[src/rtl/chain_dma_pkg.sv]
package chain_dma_pkg;
  // control word bit positions (decoded by software as well)
  localparam int CTL_OWN = 31;
  localparam int CTL_CES = 30;
  localparam int CTL_EOR = 5;
  localparam int CTL_CHN = 4;
  localparam int CTL_FS  = 3;
  localparam int CTL_LS  = 2;
  localparam int CTL_DIC = 1;

  localparam int DESC_BYTES = 16;

  localparam logic [1:0] SEL_MODE = 2'd0;
  localparam logic [1:0] SEL_BASE = 2'd1;
  localparam logic [1:0] SEL_POLL = 2'd2;
  localparam logic [1:0] SEL_STAT = 2'd3;

  localparam int MODE_EN  = 0;
  localparam int MODE_SWR = 1;

  localparam int STS_W = 4;

  typedef enum logic [3:0] {
    WK_IDLE, WK_CTRL, WK_SIZE, WK_BUF, WK_LINK,
    WK_TX_RD, WK_TX_PUSH, WK_RX_POP, WK_RX_WR, WK_WBACK
  } walk_st_e;
endpackage

[src/rtl/chain_dma_regs.sv]
module chain_dma_regs
  import chain_dma_pkg::*;
#(
  parameter int ADDR_W = 32
) (
  input  logic              clk,
  input  logic              rst_n,
  input  logic              reg_we,
  input  logic [1:0]        reg_sel,
  input  logic [31:0]       reg_wdata,
  input  logic              ev_tx,
  input  logic              ev_rx,
  input  logic              ev_du,
  output logic              dma_en,
  output logic              swr_pulse,
  output logic              poll_pulse,
  output logic              base_ld,
  output logic [ADDR_W-1:0] base_val,
  output logic [ADDR_W-1:0] base_addr,
  output logic [STS_W-1:0]  sts
);
  logic              en_q, en_d, en_ce;
  logic [ADDR_W-1:0] base_q, base_d;
  logic              base_ce;
  logic [2:0]        stat_q, stat_d, stat_clr;
  logic              mode_wr;

  always_comb begin
    mode_wr    = reg_we && (reg_sel == SEL_MODE);
    swr_pulse  = mode_wr && reg_wdata[MODE_SWR];
    poll_pulse = reg_we && (reg_sel == SEL_POLL);
    base_ld    = reg_we && (reg_sel == SEL_BASE);
    base_val   = reg_wdata[ADDR_W-1:0];
    stat_clr   = (reg_we && (reg_sel == SEL_STAT)) ? reg_wdata[2:0] : 3'b000;

    en_ce   = mode_wr;
    base_ce = base_ld || swr_pulse;
    en_d    = swr_pulse ? 1'b0 : reg_wdata[MODE_EN];
    base_d  = swr_pulse ? '0 : base_val;
    // set wins over a clear in the same cycle
    stat_d  = swr_pulse ? 3'b000 : ((stat_q & ~stat_clr) | {ev_du, ev_rx, ev_tx});
  end

  always_ff @(posedge clk or negedge rst_n) begin
    if (!rst_n) begin
      en_q   <= 1'b0;
      base_q <= '0;
      stat_q <= 3'b000;
    end else begin
      if (en_ce)   en_q   <= en_d;
      if (base_ce) base_q <= base_d;
      stat_q <= stat_d;
    end
  end

  assign dma_en    = en_q;
  assign base_addr = base_q;
  assign sts       = {stat_q[0] | stat_q[1], stat_q[2], stat_q[1], stat_q[0]};
endmodule

[src/rtl/chain_dma_step.sv]
module chain_dma_step
  import chain_dma_pkg::*;
#(
  parameter int ADDR_W = 32
) (
  input  logic              eor,
  input  logic              chn,
  input  logic [ADDR_W-1:0] cur,
  input  logic [ADDR_W-1:0] base,
  input  logic [ADDR_W-1:0] link,
  output logic [ADDR_W-1:0] nxt
);
  always_comb begin
    if (eor)      nxt = base;
    else if (chn) nxt = link;
    else          nxt = cur + ADDR_W'(DESC_BYTES);
  end
endmodule

[src/rtl/chain_dma_walker.sv]
module chain_dma_walker
  import chain_dma_pkg::*;
#(
  parameter int ADDR_W = 32,
  parameter int SIZE_W = 12
) (
  input  logic              clk,
  input  logic              rst_n,
  input  logic              dma_en,
  input  logic              poll,
  input  logic              swr,
  input  logic              base_ld,
  input  logic [ADDR_W-1:0] base_val,
  input  logic [ADDR_W-1:0] base_addr,
  input  logic              xfer_tx,
  output logic              mem_req,
  output logic              mem_we,
  output logic [ADDR_W-1:0] mem_addr,
  output logic [31:0]       mem_wdata,
  input  logic              mem_ack,
  input  logic [31:0]       mem_rdata,
  output logic              fifo_wr_valid,
  input  logic              fifo_wr_ready,
  output logic [31:0]       fifo_wr_data,
  input  logic              fifo_rd_valid,
  input  logic [31:0]       fifo_rd_data,
  output logic              fifo_rd_pop,
  output logic              ev_tx,
  output logic              ev_rx,
  output logic              ev_du,
  output logic              busy
);
  localparam int WCNT_W = SIZE_W - 1;

  walk_st_e          st_q, st_d;
  logic [ADDR_W-1:0] cur_q, cur_d, buf_q, buf_d, link_q, link_d, nxt_ptr;
  logic [31:0]       ctl_q, ctl_d, data_q, data_d;
  logic [WCNT_W-1:0] words_q, words_d, widx_q, widx_d, widx_inc;
  logic              dir_q, dir_d;
  logic [SIZE_W:0]   bytes_rnd;
  logic [ADDR_W-1:0] data_addr;
  logic              irq_ok;

  chain_dma_step #(.ADDR_W(ADDR_W)) u_step (
    .eor  (ctl_q[CTL_EOR]),
    .chn  (ctl_q[CTL_CHN]),
    .cur  (cur_q),
    .base (base_addr),
    .link (link_q),
    .nxt  (nxt_ptr)
  );

  always_comb begin
    st_d = st_q;   cur_d = cur_q;     ctl_d = ctl_q;   words_d = words_q;
    buf_d = buf_q; link_d = link_q;   widx_d = widx_q; data_d = data_q;
    dir_d = dir_q;
    mem_req = 1'b0; mem_we = 1'b0; mem_addr = cur_q; mem_wdata = '0;
    fifo_wr_valid = 1'b0; fifo_wr_data = data_q; fifo_rd_pop = 1'b0;
    ev_tx = 1'b0; ev_rx = 1'b0; ev_du = 1'b0;

    widx_inc  = widx_q + 1'b1;
    bytes_rnd = {1'b0, mem_rdata[SIZE_W-1:0]} + (SIZE_W+1)'(3);
    data_addr = buf_q + ADDR_W'({widx_q, 2'b00});
    irq_ok    = ctl_q[CTL_LS] || !ctl_q[CTL_DIC];

    case (st_q)
      WK_IDLE: begin
        if (poll && dma_en) begin
          st_d  = WK_CTRL;
          dir_d = xfer_tx;
        end
      end
      WK_CTRL: begin
        mem_req = 1'b1;
        if (mem_ack) begin
          ctl_d = mem_rdata;
          if (!mem_rdata[CTL_OWN]) begin
            ev_du = 1'b1;
            st_d  = WK_IDLE;
          end else begin
            st_d = WK_SIZE;
          end
        end
      end
      WK_SIZE: begin
        mem_req  = 1'b1;
        mem_addr = cur_q + ADDR_W'(4);
        if (mem_ack) begin
          words_d = bytes_rnd[SIZE_W:2];
          st_d    = WK_BUF;
        end
      end
      WK_BUF: begin
        mem_req  = 1'b1;
        mem_addr = cur_q + ADDR_W'(8);
        if (mem_ack) begin
          buf_d = mem_rdata[ADDR_W-1:0];
          st_d  = WK_LINK;
        end
      end
      WK_LINK: begin
        mem_req  = 1'b1;
        mem_addr = cur_q + ADDR_W'(12);
        if (mem_ack) begin
          link_d = mem_rdata[ADDR_W-1:0];
          widx_d = '0;
          if (words_q == '0) st_d = WK_WBACK;
          else if (dir_q)    st_d = WK_TX_RD;
          else               st_d = WK_RX_POP;
        end
      end
      WK_TX_RD: begin
        mem_req  = 1'b1;
        mem_addr = data_addr;
        if (mem_ack) begin
          data_d = mem_rdata;
          st_d   = WK_TX_PUSH;
        end
      end
      WK_TX_PUSH: begin
        fifo_wr_valid = 1'b1;
        if (fifo_wr_ready) begin
          widx_d = widx_inc;
          st_d   = (widx_inc == words_q) ? WK_WBACK : WK_TX_RD;
        end
      end
      WK_RX_POP: begin
        fifo_rd_pop = fifo_rd_valid;
        if (fifo_rd_valid) begin
          data_d = fifo_rd_data;
          st_d   = WK_RX_WR;
        end
      end
      WK_RX_WR: begin
        mem_req   = 1'b1;
        mem_we    = 1'b1;
        mem_addr  = data_addr;
        mem_wdata = data_q;
        if (mem_ack) begin
          widx_d = widx_inc;
          st_d   = (widx_inc == words_q) ? WK_WBACK : WK_RX_POP;
        end
      end
      WK_WBACK: begin
        mem_req   = 1'b1;
        mem_we    = 1'b1;
        mem_wdata = ctl_q & ~(32'h1 << CTL_OWN);
        if (mem_ack) begin
          cur_d = nxt_ptr;
          ev_tx = irq_ok && dir_q;
          ev_rx = irq_ok && !dir_q;
          st_d  = ctl_q[CTL_LS] ? WK_IDLE : WK_CTRL;
        end
      end
      default: st_d = WK_IDLE;
    endcase

    if (base_ld) cur_d = base_val;
    if (swr) begin
      st_d  = WK_IDLE;
      cur_d = '0;
    end
  end

  always_ff @(posedge clk or negedge rst_n) begin
    if (!rst_n) begin
      st_q    <= WK_IDLE;
      cur_q   <= '0;
      ctl_q   <= '0;
      words_q <= '0;
      buf_q   <= '0;
      link_q  <= '0;
      widx_q  <= '0;
      data_q  <= '0;
      dir_q   <= 1'b0;
    end else begin
      st_q    <= st_d;
      cur_q   <= cur_d;
      ctl_q   <= ctl_d;
      words_q <= words_d;
      buf_q   <= buf_d;
      link_q  <= link_d;
      widx_q  <= widx_d;
      data_q  <= data_d;
      dir_q   <= dir_d;
    end
  end

  assign busy = (st_q != WK_IDLE);
endmodule

[src/rtl/chain_dma.sv]
module chain_dma
  import chain_dma_pkg::*;
#(
  parameter int ADDR_W = 32,
  parameter int SIZE_W = 12
) (
  input  logic              clk,
  input  logic              rst_n,
  input  logic              reg_we,
  input  logic [1:0]        reg_sel,
  input  logic [31:0]       reg_wdata,
  input  logic              xfer_tx,
  output logic              mem_req,
  output logic              mem_we,
  output logic [ADDR_W-1:0] mem_addr,
  output logic [31:0]       mem_wdata,
  input  logic              mem_ack,
  input  logic [31:0]       mem_rdata,
  output logic              fifo_wr_valid,
  input  logic              fifo_wr_ready,
  output logic [31:0]       fifo_wr_data,
  input  logic              fifo_rd_valid,
  input  logic [31:0]       fifo_rd_data,
  output logic              fifo_rd_pop,
  output logic [STS_W-1:0]  dma_sts,
  output logic              dma_busy
);
  logic [1:0]        rs_q;
  logic              rst_core_n;
  logic              dma_en, swr_pulse, poll_pulse, base_ld;
  logic [ADDR_W-1:0] base_val, base_addr;
  logic              ev_tx, ev_rx, ev_du;

  // assert asynchronously, release on the clock
  always_ff @(posedge clk or negedge rst_n) begin
    if (!rst_n) rs_q <= 2'b00;
    else        rs_q <= {rs_q[0], 1'b1};
  end
  assign rst_core_n = rs_q[1];

  chain_dma_regs #(.ADDR_W(ADDR_W)) u_regs (
    .clk        (clk),
    .rst_n      (rst_core_n),
    .reg_we     (reg_we),
    .reg_sel    (reg_sel),
    .reg_wdata  (reg_wdata),
    .ev_tx      (ev_tx),
    .ev_rx      (ev_rx),
    .ev_du      (ev_du),
    .dma_en     (dma_en),
    .swr_pulse  (swr_pulse),
    .poll_pulse (poll_pulse),
    .base_ld    (base_ld),
    .base_val   (base_val),
    .base_addr  (base_addr),
    .sts        (dma_sts)
  );

  chain_dma_walker #(.ADDR_W(ADDR_W), .SIZE_W(SIZE_W)) u_walker (
    .clk           (clk),
    .rst_n         (rst_core_n),
    .dma_en        (dma_en),
    .poll          (poll_pulse),
    .swr           (swr_pulse),
    .base_ld       (base_ld),
    .base_val      (base_val),
    .base_addr     (base_addr),
    .xfer_tx       (xfer_tx),
    .mem_req       (mem_req),
    .mem_we        (mem_we),
    .mem_addr      (mem_addr),
    .mem_wdata     (mem_wdata),
    .mem_ack       (mem_ack),
    .mem_rdata     (mem_rdata),
    .fifo_wr_valid (fifo_wr_valid),
    .fifo_wr_ready (fifo_wr_ready),
    .fifo_wr_data  (fifo_wr_data),
    .fifo_rd_valid (fifo_rd_valid),
    .fifo_rd_data  (fifo_rd_data),
    .fifo_rd_pop   (fifo_rd_pop),
    .ev_tx         (ev_tx),
    .ev_rx         (ev_rx),
    .ev_du         (ev_du),
    .busy          (dma_busy)
  );
endmodule

[config.mk]
export PLATFORM = sky130hd
export DESIGN_NAME = chain_dma
export DESIGN_NICKNAME = d
export VERILOG_FILES = /design/src/rtl/chain_dma_pkg.sv /design/src/rtl/chain_dma_regs.sv /design/src/rtl/chain_dma_step.sv /design/src/rtl/chain_dma_walker.sv /design/src/rtl/chain_dma.sv
export SDC_FILE = /design/constraint.sdc
export NUM_CORES = 1
export LEC_CHECK = 0
export CAP_MARGIN = 20
export CORE_ASPECT_RATIO = 0.7
export CORE_MARGIN = 2
export CORE_UTILIZATION = 55
export DETAILED_ROUTE_END_ITERATION = 8
export GPL_TIMING_DRIVEN = 0
export PLACE_DENSITY = 0.9
export SLEW_MARGIN = 20
export SYNTH_ARGS = -nofsm -noshare
export SYNTH_HDL_FRONTEND = slang
export SYNTH_SLANG_ARGS = --single-unit
[constraint.sdc]
create_clock -name clk -period 10.7 [get_ports clk]
set_clock_uncertainty 0.2 [all_clocks]
set_input_delay 1.07 -clock clk [delete_from_list [all_inputs] [get_ports clk]]
set_output_delay 1.07 -clock clk [all_outputs]
set_load 0.03 [all_outputs]
# After elaboration in Yosys (flattened, before gate mapping)
# Cells that the tools add are included.
# totals
inputBits,105
elab_cells,132
output_inout_bits,105
ff_bits,224
# op_classes
eq_ne,28
n_mux,48
addsub,7
reduce_logical,32
bitwise_logic,4
# op_table
cell,count
2-to-1 mux 32 bit,9
one-hot mux 32 bit (2 select lines),2
one-hot mux 32 bit (4 select lines),1
adder 32 x 4 -> 32 bit (second input constant),2
2-to-1 mux 4 bit,14
one-hot mux 4 bit (10 select lines),1
2-to-1 mux 11 bit,3
one-hot mux 11 bit (3 select lines),1
adder 32 x 13 -> 32 bit,1
adder 32 x 3 -> 32 bit (second input constant),1
adder 32 x 5 -> 32 bit (second input constant),1
!= test 3 bit (second input constant),9
== test 4 x 3 -> 1 bit (second input constant),4
adder 12 x 2 -> 13 bit (second input constant),1
2-to-1 mux 1 bit,13
AND reduction 2 bit,6
adder 11 x 1 -> 11 bit (second input constant),1
== test 11 bit,1
logical NOT 11 bit,1
!= test 2 bit (second input constant),5
AND reduction 10 bit,1
nonzero test 3 bit,3
== test 4 x 2 -> 1 bit (second input constant),2
== test 4 bit (second input constant),2
21 further kinds,34

# Longest topological paths before layout
# logic_depth
depth_word,7
ltp_mapped,13

# Modules after synthesis
# Synthesis repeated with hierarchy kept, for this count alone.
# unflattened
cells_unflattened,1437
hier_area_um2,13894.6
# by_module_without_submodules
mod,cells_per_inst,area_each_um2,n_inst
chain_dma_walker,1122,11011.8,1
chain_dma_regs,126,1614.0,1
chain_dma_step,186,1214.9,1
chain_dma,3,53.8,1

# Least setup slack after synthesis
# No wires, ideal clock.
# synth_path
kind,flip-flop to output port
start,reg u_walker.st_q[2]
end,out mem_addr[21]
n_path_buf,1
path_stages_with_launch,11
t_arrival_ps,2844
slack_ps,6586
t_required_ps,9430
path_cell_list,dfrtp_1 -> nor2b_1 -> buf_2 -> nand2_1 -> inv_1 -> ha_1 -> a21o_1 -> nand3_4 -> or3_1 -> o22a_1 -> o311ai_1
# synth_via
elab_chain_len,3
elab_cells_between_ends,7
classes_between,eq/ne: 5; mux: 1; reduce/logical: 1
# synth_rtl
element,line_no,text
from (decl),chain_dma_walker.sv:35,"walk_st_e st_q, st_d;"
from (signal assigned),chain_dma_walker.sv:177,st_q <= st_d;
== test 4 x 3 -> 1 bit / == test 4 bit (equally long branches),chain_dma_walker.sv:66,case (st_q)
OR reduction 2 bit (no source line),-,
one-hot mux 32 bit (4 select lines) (*),chain_dma_walker.sv:66,
to (decl),chain_dma.sv:15,"output logic [ADDR_W-1:0] mem_addr,"
# Every way passes the cells marked *; elsewhere a longest branch is shown, timed or not.

# Final worst setup path
# layout_path
start,reg u_walker.widx_q[0]
end,out mem_addr[24]
# layout_via
elab_chain_len,2
# layout_rtl
element,line_no,text
from (decl),chain_dma_walker.sv:38,"logic [WCNT_W-1:0] words_q, words_d, widx_q, widx_d, widx_inc;"
from (signal assigned),chain_dma_walker.sv:183,widx_q <= widx_d;
adder 32 x 13 -> 32 bit,chain_dma_walker.sv:63,"data_addr = buf_q + ADDR_W'({widx_q, 2'b00});"
one-hot mux 32 bit (4 select lines),chain_dma_walker.sv:66,
# Every way passes these cells.

==> reports/summary.txt <==
Final Wtd Congestion - 1.05
Clock transition at path regs - 0.06 ns
Mean area per synthesized cell - 9.28 µm²
Ys async rst share - 1.00
Largest net degree at the start of global routing - 58
Yosys warning count - 0
Num ports - 210
Vias - 13900
Routed wire length per instance - 28.0 µm
WS Path Type - flip-flop to output port
Top_reg_cell synth - dfrtp_1
Area growth, synth to finish - 25.5%
Die Span X - 191 µm
Total grt overflow - 0
Die H - 135 µm
Max H-tree Level - 1
Starting DRT DRC Count - 1928
CP endpoint kind - output port
Worst Max-Slew Pin Slew - 1.07 ns
Initial antenna violation count - 1
Dpl cell area - 0.0160 mm²
Post-synth net total - 1570
Register area share after synthesis - 0.417
GRT Resource Usage Total - 0.439
Leak Pwr - 7.12 nW
Max-Slew Margin vs Limit - 0.285
Cts bufs inserted - 23
Area of the multi-input gates - 0.00731 mm²
Final-report hold violation count - 0
Number of enable flip-flop cells after synthesis - 0
DRC - 0
Yosys reg bits - 224
Crit path time final - 5.99 ns
Post_cts resized - 0
DP Wirelength - 41.9 mm
Final Cell Area - 0.0169 mm²
Startpoint Class - flip-flop
Synth unique cells - 88
Pwr dens - 322 mW/mm²
Site Rows - 47
Status - completed
Max_cap viols - 0
Starting Density - 0.564
Layout fillers - 1793
Fmax - 0.167 GHz
Final nets - 1806
Peak VDD IR - 0.000219 V
Post-Synthesis Cell Area - 0.0134 mm²
Final setup fails - 0
Vias/cell - 6.87
Clock tree buffer depth - 3
First-pass GRT wire length - 83.5 mm
Port bufs - 207
Clock Latency Late Sink - 0.56 ns
TNS Setup - 0 ns
Post-synthesis cell count - 1448
CORE AREA - 0.0238 mm²
Hold buffers post-CTS - 0
Worst Path Arrival - 4.72 ns
Die ar. - 0.0257 mm²
CP Max Fanout - 7
Hold WC Path Type - flip-flop to asynchronous set/reset pin
# Post-CTS Setup Buffers - 0
CTS tree - built
Vias in the first global route - 13100
Diode count - 0
Period utilization - 0.560
ANT nets after route - 0
FF/Latch Area - 0.00561 mm²
Share of cells above drive strength 1 - 0.133
RSZ-0062 raised after global routing - no
Routed WL - 56.5 mm
Slew Viols, Final - 0
Clock Sinks - 224
First-pass DRT Iterations - 7
Root buf cell - clkbuf_16
Worst EP required - 9.43 ns
[final timing paths]
kind	end	start	depth (start not counted)	slack, ns
worst min-delay path	u_walker.fifo_wr_data[13]	rs_q[1]	0	0.11
worst max register to register	u_walker.cur_q[22]	u_walker.cur_q[5]	8	7.67
worst min register to register	u_walker.fifo_wr_data[13]	rs_q[1]	0	0.11
worst max-delay path	mem_addr[24]	u_walker.widx_q[0]	10	4.71
max in group asynchronous	u_walker.cur_q[7]	rs_q[1]	2	9.25
min in group clk	rs_q[1]	rs_q[0]	0	0.16
[worst max-delay path: stages, from the launching register on]
cell	delay [ns]
dfrtp_1	0.48
ha_1	0.30
fa_1	0.42
a21oi_1	0.24
o21ai_1	0.15
a311oi_1	0.85
nor3_2	0.30
nand3_1	0.18
xor2_1	0.40
o22ai_1	0.19
clkdlybuf4s50_1	0.65
[routing by layer]
layer	global-route usage	routed length [µm]
met2	0.630	23600
met4	0.124	1800
met1	0.613	22600
met3	0.175	8420
met5	0	0
[Yosys cell counts, types with 5 or more instances]
master    number  area, µm²
buf_4          8       60.1
nor3_1        27        135
a21o_1         8       60.1
nand4_1       13       81.3
nor3_2         7       70.1
xnor2_1       30        263
nand2_1      178        668
buf_1         11       41.3
mux2_2        97       1090
o31ai_1        9       67.6
nor2b_1        5       31.3
o21ai_1       10       50.1
o211ai_1       8       60.1
o21a_1         6       45.0
and2_1        10       62.6
ha_1          15        188
a31oi_1       15       93.8
nand2b_1       9       56.3
o21ai_0      112        561
o22ai_1       13       81.3
a221o_1        6       60.1
nor2_1       115        432
nor4_1         5       31.3
clkbuf_1      44        165
and3_1        21        131
buf_2         33        165
dfrtp_1      224       5610
nand3_1       41        205
mux2i_1       41        410
a221oi_1       5       43.8
a22o_1        31        272
or3_1          6       37.5
xor2_1        30        263
a21oi_1      123        616
o221ai_1      20        175
inv_1         13       48.8
a211oi_1       6       45.0
[cell type report]
cell class                 count  share of cell area
clock buffer                  30              0.0386
sequential                   224               0.333
clock inverter                11              0.0118
tap                          318              0.0236
multi-input combinational   1110               0.433
buffer                       100              0.0279
inverter                      14             0.00312
timing repair buffer         211               0.129
[placed cells by master, fill, tap and decap left out, types with 7 or more instances in the layout]
cell type        synthesis  final
a21oi_1                123    123
a31oi_1                 15     15
o211ai_1                 8      8
inv_1                   13     13
and2_1                  10     10
xor2_1                  30     30
mux2i_1                 41     41
o22ai_1                 13     13
o21ai_0                112    112
o21ai_1                 10     10
dfrtp_1                224    223
ha_1                    15     15
a22o_1                  31     31
nor3_2                   7      7
clkdlybuf4s50_1          0    207
mux2_2                  97     97
nor2_1                 115    115
clkbuf_1                44     46
buf_2                   33     33
o221ai_1                20     20
nand2_1                178    178
nand3_1                 41     41
nand4_1                 13     13
buf_4                    8      8
clkbuf_16                0     23
buf_1                   11     11
o31ai_1                  9      9
a21o_1                   8      8
nand2b_1                 9      9
nor3_1                  27     27
and3_1                  21     21
xnor2_1                 30     30
[sequential cells by signal, indices dropped and copies added, names as in the netlist]
name and count:
u_walker.st_q 4, u_walker.ctl_q 31, u_walker.cur_q 32, u_regs.stat_q 3
u_walker.widx_q 11, u_walker.link_q 32, u_regs.dma_en 1, u_walker.dir_q 1
u_walker.fifo_wr_data 32, u_regs.base_addr 32, u_walker.buf_q 32, u_walker.words_q 11
rs_q 2
[cell families (layout without fill, tap and decap cells)]
logic type / count (synthesis) / after routing / synth area share
AND/OR/NAND/NOR: 481 / 481 / 0.181
AO/OA/AOI/OAI: 413 / 413 / 0.195
flip-flops: 224 / 224 / 0.417
multiplexers: 138 / 138 / 0.112
buffers and inverters: 114 / 366 / 0.0389
XOR/XNOR: 60 / 60 / 0.0391
adder cells (fa/ha/maj): 17 / 17 / 0.0169
other: 1 / 1 / 0.000279
[report_power, final]
part / internal, mW / switching (mW) / total (mW)
combinational: 1.11 / 1.79 / 2.90
clock: 0.554 / 0.383 / 0.936
sequential: 1.20 / 0.387 / 1.59
[per-stage QoR]
stage	utilization	worst slack [ns]	power, mW	std cells	hold slack, ns
6_report	0.708	4.71	5.43	2018	0.111
5_1_grt	0.708	4.76	5.60	2018	0.156
4_1_cts	0.708	5.03	5.30	2018	0.133
3_5_place_dp	0.672	5.55	4.35	1977	0.124
3_3_place_gp	0.668	1.20	4.27	1973	0.140
2_1_floorplan	-	3.80	3.22	1448	0.131
Power figures use the tool's default switching activity.
